===== config.mk =====
export PLATFORM = sky130hd
export DESIGN_NAME = clkStopGroup
export DESIGN_NICKNAME = d
export VERILOG_FILES = /design/src/rtl/clkStopPkg.sv /design/src/rtl/clkStopSync.sv /design/src/rtl/clkStopCtrl.sv /design/src/rtl/clkStopGate.sv /design/src/rtl/clkStopGroup.sv
export SDC_FILE = /design/constraint.sdc
export NUM_CORES = 1
export LEC_CHECK = 0
export BUFFER_PORTS_ARGS = -buffer_cell sky130_fd_sc_hd__buf_2
export CAP_MARGIN = 20
export CORE_MARGIN = 2
export CORE_UTILIZATION = 30
export CTS_BUF_LIST = sky130_fd_sc_hd__clkbuf_8 sky130_fd_sc_hd__clkbuf_16
export CTS_CLUSTER_DIAMETER = 80
export CTS_CLUSTER_SIZE = 8
export DETAILED_ROUTE_END_ITERATION = 10
export PLACE_DENSITY = 0.55
export SETUP_SLACK_MARGIN = 0.3
export SLEW_MARGIN = 25
export SYNTH_ARGS = -nofsm -noshare
export SYNTH_HDL_FRONTEND = slang
export SYNTH_SLANG_ARGS = --single-unit

===== constraint.sdc =====
create_clock -name srcClk -period 3.9 [get_ports srcClk]
set_input_delay 0.195 -clock srcClk [delete_from_list [all_inputs] [get_ports srcClk]]
set_output_delay 0.195 -clock srcClk [all_outputs]
set_load 0.05 [all_outputs]

===== src/rtl/clkStopPkg.sv =====
`timescale 1ns/1ps
package clkStopPkg;

  // Strobes from the control to the gating datapath.
  typedef struct packed {
    logic run;  // group may pulse from the next falling-edge load onward
  } gateStrobe_t;

endpackage


===== src/rtl/clkStopSync.sv =====
`timescale 1ns/1ps
// Multi-flop synchronizer. Resets to the "run" level so that the group
// comes out of reset running.
module clkStopSync #(
  parameter int STAGES = 2
) (
  input  logic clk,
  input  logic rstN,
  input  logic asyncIn,
  output logic syncOut
);

  logic [STAGES-1:0] chain;

  always_ff @(posedge clk or negedge rstN) begin
    if (!rstN) begin
      chain <= '1;
    end else begin
      chain[0] <= asyncIn;
      for (int k = 1; k < STAGES; k++) begin
        chain[k] <= chain[k-1];
      end
    end
  end

  assign syncOut = chain[STAGES-1];

endmodule


===== src/rtl/clkStopCtrl.sv =====
`timescale 1ns/1ps
// Run control: follows the synchronized request, but holds the group
// running until MIN_RUN pulses have been delivered since the last restart.
module clkStopCtrl
  import clkStopPkg::*;
#(
  parameter int MIN_RUN = 100
) (
  input  logic        clk,
  input  logic        rstN,
  input  logic        reqRun,
  output gateStrobe_t strobe
);

  localparam int CNT_W = (MIN_RUN > 2) ? $clog2(MIN_RUN) : 1;
  localparam logic [CNT_W-1:0] LAST = CNT_W'(MIN_RUN - 1);

  logic             runState;
  logic [CNT_W-1:0] runCnt;
  logic             minHold;
  logic             runNext;

  // runCnt + 1 equals the pulses already delivered in the current run.
  always_comb begin
    minHold = runState && (runCnt < LAST);
    runNext = reqRun || minHold;
  end

  always_ff @(posedge clk or negedge rstN) begin
    if (!rstN) begin
      runState <= 1'b1;
      runCnt   <= LAST;
    end else begin
      runState <= runNext;
      if (!runState) begin
        runCnt <= '0;
      end else if (runCnt != LAST) begin
        runCnt <= runCnt + 1'b1;
      end
    end
  end

  always_comb begin
    strobe     = '0;
    strobe.run = runNext;
  end

endmodule


===== src/rtl/clkStopGate.sv =====
`timescale 1ns/1ps
// Gating datapath: one falling-edge enable flop and one AND per output.
module clkStopGate
  import clkStopPkg::*;
#(
  parameter int NUM_OUT = 6
) (
  input  logic               clk,
  input  logic               rstN,
  input  gateStrobe_t        strobe,
  input  logic [NUM_OUT-1:0] enMask,
  output logic [NUM_OUT-1:0] gateEn,
  output logic [NUM_OUT-1:0] gatedClk,
  output logic               freeClk
);

  for (genvar g = 0; g < NUM_OUT; g++) begin : g_out
    logic enQ;

    // Loads only on the falling edge, so it can change only while clk is low.
    always_ff @(negedge clk or negedge rstN) begin
      if (!rstN) begin
        enQ <= 1'b0;
      end else begin
        enQ <= strobe.run & enMask[g];
      end
    end

    assign gateEn[g]   = enQ;
    assign gatedClk[g] = clk & enQ;
  end

  assign freeClk = clk;

endmodule


===== src/rtl/clkStopGroup.sv =====
`timescale 1ns/1ps
module clkStopGroup
  import clkStopPkg::*;
#(
  parameter int NUM_OUT     = 6,
  parameter int SYNC_STAGES = 2,
  parameter int MIN_RUN     = 100
) (
  input  logic               srcClk,
  input  logic               rstN,
  input  logic               stopReqN,
  input  logic [NUM_OUT-1:0] enMask,
  output logic [NUM_OUT-1:0] gatedClk,
  output logic               freeClk
);

  logic               reqRunSync;
  gateStrobe_t        ctrlStrobe;
  logic [NUM_OUT-1:0] gateEnVec;

  clkStopSync #(
    .STAGES(SYNC_STAGES)
  ) u_sync (
    .clk    (srcClk),
    .rstN   (rstN),
    .asyncIn(stopReqN),
    .syncOut(reqRunSync)
  );

  clkStopCtrl #(
    .MIN_RUN(MIN_RUN)
  ) u_ctrl (
    .clk   (srcClk),
    .rstN  (rstN),
    .reqRun(reqRunSync),
    .strobe(ctrlStrobe)
  );

  clkStopGate #(
    .NUM_OUT(NUM_OUT)
  ) u_gate (
    .clk     (srcClk),
    .rstN    (rstN),
    .strobe  (ctrlStrobe),
    .enMask  (enMask),
    .gateEn  (gateEnVec),
    .gatedClk(gatedClk),
    .freeClk (freeClk)
  );

endmodule


==> metrics.csv, run 1 <==
metric,value,unit
outcome,completed,
cell count after synthesis,59,
post-DP HPWL,781,um
Rel. slew slack,74.8,%
total gr overflow,0,
"Area growth, synth to finish",32.7,%
Fin Setup TNS,0,ns
"Slew Viols, Final",0,
switching share of power,42.4,%
core area,2230,um^2
endpoints failing hold,0,
GPL Wtd Cong,0.663,
Row Count,17,
Seq pwr share,30.5,%
most frequent cells in the layout,"15 x buf_2, 8 x and2_1, 8 x clkbuf_8",
combinational power share,15.3,%
Synth cell types,23,
final wirelength,1.20,mm
Setup CP Type,reg2reg,
max-cap viol count,0,
Initial Util,31.8,%
Setup-failing EPs final,0,
worst-skew pair later-pin latency,0.38,ns
reg2reg start,u_ctrl.runCnt[0],
layout cells sized above 1,39.8,%
initial antenna violation count,0,
die height,52.7,um
DIE AREA,2770,um^2
register area share after synthesis,57.6,%
Leakage,0.445,nW
syn_nets,69,
vias in the first global route,530,
DRT iter0 DRCs,2,
clock slew at reported path FFs,0.06,ns
synthesized flop and latch total,16,
worst IR drop on VDD,0.478,mV
pwr/cell area,978,nW/um^2
Crit path required time,2.16,ns
1st-pass router iterations,4,
cell count of the worst reg-to-reg path,3,
placed cell count,100,
switching power,0.391,mW
yosys warns,0,
RSZ-0062 raised after global routing,false,
r2r setup slk,0.60,ns
clock share of power,54.2,%
Syn Area/Cell,12.0,um^2
TritonCTS clock tree,built,
worst hold path class,in2async,
Remaining DRCs,0,
nets,93,
Max Clock Skew,0.0332,ns
Vias/cell,4.38,
Crit. Startpoint,u_ctrl.runCnt[0],
antenna cells,0,
remaining antenna violation count,0,
fin cells,111,
GRT Total Usage,12.7,%
vias,486,
r2r endpoint,u_gate.g_out[1].enQ,
CP max FO,7,
PortBufs,15,
drt wl/cell,10.8,um
Worst setup EP type,flop,
global-route wire length before repair,2.24,mm
hold slack final,0.289,ns
synthesized cell area,711,um^2
Top Ports,16,
largest net degree at the start of global routing,17,
crit path DAT,1.56,ns
CP Launch Type,flop,
Internal Power,0.532,mW
chip width,52.7,um
Worst-Margin Slew,0.378,ns
"commonest non-fill, non-tap cell in the layout",buf_2,
[power groups by stage]
stage / Combinational, mW / Clock [mW] / Sequential [mW]
finish: 0.141 / 0.500 / 0.281
global placement: 0.138 / 0.229 / 0.282
floorplan: 0.122 / 0.208 / 0.269
CTS: 0.145 / 0.514 / 0.282
global route: 0.164 / 0.529 / 0.292
detailed placement: 0.143 / 0.229 / 0.284
[sequential cells by signal (all words and copies together) (netlist names)]
register / cells
u_ctrl.runState: 1
u_sync.chain: 2
u_ctrl.runCnt: 7
u_gate.g_out.enQ: 6
[routing by layer]
metal,vias to the layer above,global-route usage [%],share of wire [%]
li1,242,-,-
met1,226,12.3,42
met2,13,15.4,47
met3,5,10.0,7.8
met4,0,14.5,3.2
met5,-,0,0
[metrics by stage]
step	utilization [%]	area, um^2	worst slack [ns]	total power, mW
2_1_floorplan	-	711	0.685	0.599
3_3_place_gp	36.2	810	0.591	0.649
3_5_place_dp	36.2	810	0.564	0.656
4_1_cts	42.2	943	0.569	0.941
5_1_grt	42.2	943	0.451	0.986
6_report	42.2	943	0.602	0.922
[Yosys cell counts]
master    count  share of area [%]
and2_1        8                7.0
dfstp_2       7                 26
dfrtn_1       6                 21
nor2b_1       6                5.3
nand2_1       5                2.6
dfrtp_1       3                 11
nand3_1       3                2.1
a21boi_1      2                2.1
mux2i_1       2                2.8
o21ai_0       2                1.4
or3_1         2                1.8
xnor2_1       2                2.5
a21boi_0      1                1.1
a311oi_4      1                3.7
and3_1        1               0.88
buf_4         1                1.1
clkbuf_1      1               0.53
ha_1          1                1.8
inv_1         1               0.53
nand2b_1      1               0.88
nand4_2       1                1.8
nor3_2        1                1.4
xor2_1        1                1.2
[how the worst max path moves through the flow]
stage | slack (ns) | endpoint | cells past startpoint
6_report | 0.60 | u_gate.g_out[1].enQ | 3
2_1_floorplan | 0.68 | u_gate.g_out[0].enQ | 3
5_1_grt | 0.45 | u_gate.g_out[1].enQ | 3
4_1_cts | 0.57 | u_gate.g_out[1].enQ | 3
3_3_place_gp | 0.59 | u_gate.g_out[1].enQ | 3
3_5_place_dp | 0.56 | u_gate.g_out[1].enQ | 3
[cell type report]
type                            count  area, um^2
Multi-Input combinational cell     40         287
Inverter                            1        3.75
Sequential cell                    16         409
Tap cell                           28        35.0
Timing Repair Buffer               10        60.1
Fill cell                         227        1290
Clock buffer                       15         145
Clock inverter                      1        3.75
[logic make-up (layout without fill, tap and decap cells)]
kind of cell / Yosys count / after routing / share of synthesized area [%]
AOI/OAI and AO/OA: 6 / 6 / 8.28
xor gates and xnor gates: 3 / 3 / 3.70
adders and majority gates: 1 / 1 / 1.76
buffers and inverters: 3 / 27 / 2.11
DFF: 16 / 16 / 57.6
muxes: 2 / 2 / 2.82
and+or+nand+nor: 28 / 28 / 23.8
[timing repair]
action                                  CTS  global route
endpoints found under the setup margin    0             0
setup buffers                             0             0
hold buffers                              2             0
endpoints found under the hold margin     4             0
resized for setup                         0             0
[worst max-delay path: stages (launching register included)]
cell and delay [ns]:
dfstp_2 0.56, nand2_1 0.11, a311oi_4 0.44, nor2b_1 0.10
(Power assumes the default switching activity.)
==> run 2, diff against run 1 <==
==> constraint.sdc (replaced) <==
create_clock -name srcClk -period 3.3 [get_ports srcClk]
set_input_delay 0.165 -clock srcClk [delete_from_list [all_inputs] [get_ports srcClk]]
set_output_delay 0.165 -clock srcClk [all_outputs]
set_load 0.05 [all_outputs]
==> metrics.csv, run 2 (synthesized netlist as in run 1, its figures left out) <==
metric,value,unit,change
chip width,52.7,um,unchanged
Vias/cell,4.43,,was 4.38
Initial Util,31.8,%,unchanged
Remaining DRCs,0,,unchanged
Crit. path cell count,2,,was 3
Seq pwr share,30.1,%,was 30.5%
reg2reg start,u_ctrl.runCnt[6],,was u_ctrl.runCnt[0]
Row Count,17,,unchanged
Max Clock Skew,0.0332,ns,about the same
Internal Power,0.646,mW,was 0.532 mW
Top Ports,16,,unchanged
RSZ-0062 raised after global routing,true,,was false
global-route wire length before repair,2.23,mm,was 2.24 mm
critical path's top delay family,flip-flops,,unchanged
Crit path required time,3.13,ns,was 2.16 ns
Leakage,0.462,nW,was 0.445 nW
Worst-Margin Slew,0.377,ns,was 0.378 ns
Fin Setup TNS,0,ns,unchanged
Top Metal Used,met4,,unchanged
final wirelength,1.25,mm,was 1.20 mm
CP max stage delay,0.39,ns,was 0.56 ns
most frequent cells in the layout,"15 x buf_2, 8 x and2_1, 8 x clkbuf_8",,unchanged
switching power,0.469,mW,was 0.391 mW
largest net degree at the start of global routing,17,,unchanged
met3 wire length,78,um,was 93 um
core area,2230,um^2,unchanged
total gr overflow,0,,unchanged
Rel. slew slack,74.9,%,was 74.8%
GRT Total Usage,12.5,%,was 12.7%
CP Launch Type,flop,,unchanged
DIE AREA,2770,um^2,unchanged
1st-pass router iterations,4,,unchanged
nets,96,,was 93
Biggest register,u_ctrl.runCnt,,unchanged
layout cells sized above 1,44.2,%,was 39.8%
outcome,completed,,unchanged
remaining antenna violation count,0,,unchanged
worst IR drop on VDD,0.661,mV,was 0.478 mV
r2r setup slk,0.36,ns,was 0.60 ns
die height,52.7,um,unchanged
clock share of power,52.8,%,was 54.2%
initial antenna violation count,0,,unchanged
CP max-delay cell,dfrtn_1,,was dfstp_2
CP max FO,1,,was 7
drt wl/cell,11.0,um,was 10.8 um
CP bufs+invs,1,,was 0
final instance area,972,um^2,was 943 um^2
antenna cells,0,,unchanged
"Area growth, synth to finish",36.8,%,was 32.7%
post-DP HPWL,761,um,was 781 um
TritonCTS clock tree,built,,unchanged
met1 wire length,525,um,was 502 um
GPL Wtd Cong,0.662,,was 0.663
CP cell instances,"and2_1, buf_2",,"was nand2_1, a311oi_4, nor2b_1"
"Slew Viols, Final",0,,unchanged
"commonest non-fill, non-tap cell in the layout",buf_2,,unchanged
Setup CP Type,reg2out,,was reg2reg
r2r endpoint,u_gate.g_out[0].enQ,,was u_gate.g_out[1].enQ
endpoints failing hold,0,,unchanged
combinational power share,17.0,%,was 15.3%
max reg flops,7,,unchanged
met2 wire len,609,um,was 562 um
worst hold path class,in2async,,unchanged
Setup-failing EPs final,0,,unchanged
Area after DPL,810,um^2,unchanged
clock slew at reported path FFs,0.06,ns,about the same
worst-skew pair later-pin latency,0.39,ns,was 0.38 ns
Worst setup EP type,output pin,,was flop
vias in the first global route,537,,was 530
pwr/cell area,1150,nW/um^2,was 978 nW/um^2
max-cap viol count,0,,unchanged
Largest regs,"u_ctrl.runCnt x7, u_gate.g_out.enQ x6, u_sync.chain x2",,unchanged
DRT iter0 DRCs,5,,was 2
cell count of the worst reg-to-reg path,3,,unchanged
PortBufs,15,,unchanged
switching share of power,42.1,%,was 42.4%
vias,505,,was 486
total power,1.11,mW,was 0.922 mW
Layout Utilization,43.5,%,was 42.2%
crit path DAT,2.79,ns,was 1.56 ns
==> run 2: per-stage QoR <==
| step | setup slack, ns | hold slack [ns] | instances |
|---|---|---|---|
| 2_1_floorplan | 0.385 | -0.131 | 59 |
| 3_3_place_gp | 0.291 | 0.0944 | 100 |
| 3_5_place_dp | 0.268 | 0.0961 | 100 |
| 5_1_grt | 0.272 | 0.299 | 114 |
| 6_report | 0.347 | 0.245 | 114 |
| 4_1_cts | 0.310 | 0.254 | 111 |
==> run 2: worst max-delay path by stage <==
stage / start / end / slack (ns)
3_5_place_dp: u_ctrl.runCnt[0] / u_gate.g_out[1].enQ / 0.27
4_1_cts: u_ctrl.runCnt[5] / u_gate.g_out[0].enQ / 0.31
2_1_floorplan: u_ctrl.runCnt[0] / u_gate.g_out[0].enQ / 0.38
3_3_place_gp: u_ctrl.runCnt[0] / u_gate.g_out[1].enQ / 0.29
6_report: u_gate.g_out[0].enQ / gatedClk[0] / 0.35
5_1_grt: u_ctrl.runCnt[6] / u_gate.g_out[0].enQ / 0.27
==> run 2: cell type report <==
| type | count | area (um^2) |
|---|---|---|
| inverters | 1 | 3.75 |
| fillers | 223 | 1260 |
| clock inverters | 1 | 3.75 |
| flip-flops and latches | 16 | 409 |
| multi-input cells | 40 | 293 |
| well taps | 28 | 35.0 |
| clock buffers | 15 | 145 |
| repair buffers | 13 | 82.6 |
==> run 2: timing repair <==
action	CTS	global route
hold buffers	2	0
endpoints found under the setup margin	6	6
pin swaps	1	2
buffers inserted	0	3
gates resized for setup	0	3
hold endpoints to repair	4	0
==> run 2: metal layers <==
| metal | vias to the layer above | global-route usage [%] |
|---|---|---|
| met5 | - | 0 |
| met4 | 0 | 11.5 |
| met3 | 5 | 8.86 |
| met2 | 16 | 16.0 |
| met1 | 237 | 13.0 |
| li1 | 247 | - |
==> run 2: power by group through the flow <==
stage	combinational, mW	sequential, mW	clock [mW]
finish	0.190	0.336	0.589
global route	0.219	0.350	0.624
CTS	0.170	0.333	0.608
detailed placement	0.168	0.334	0.270
global placement	0.163	0.333	0.270
floorplan	0.144	0.318	0.246
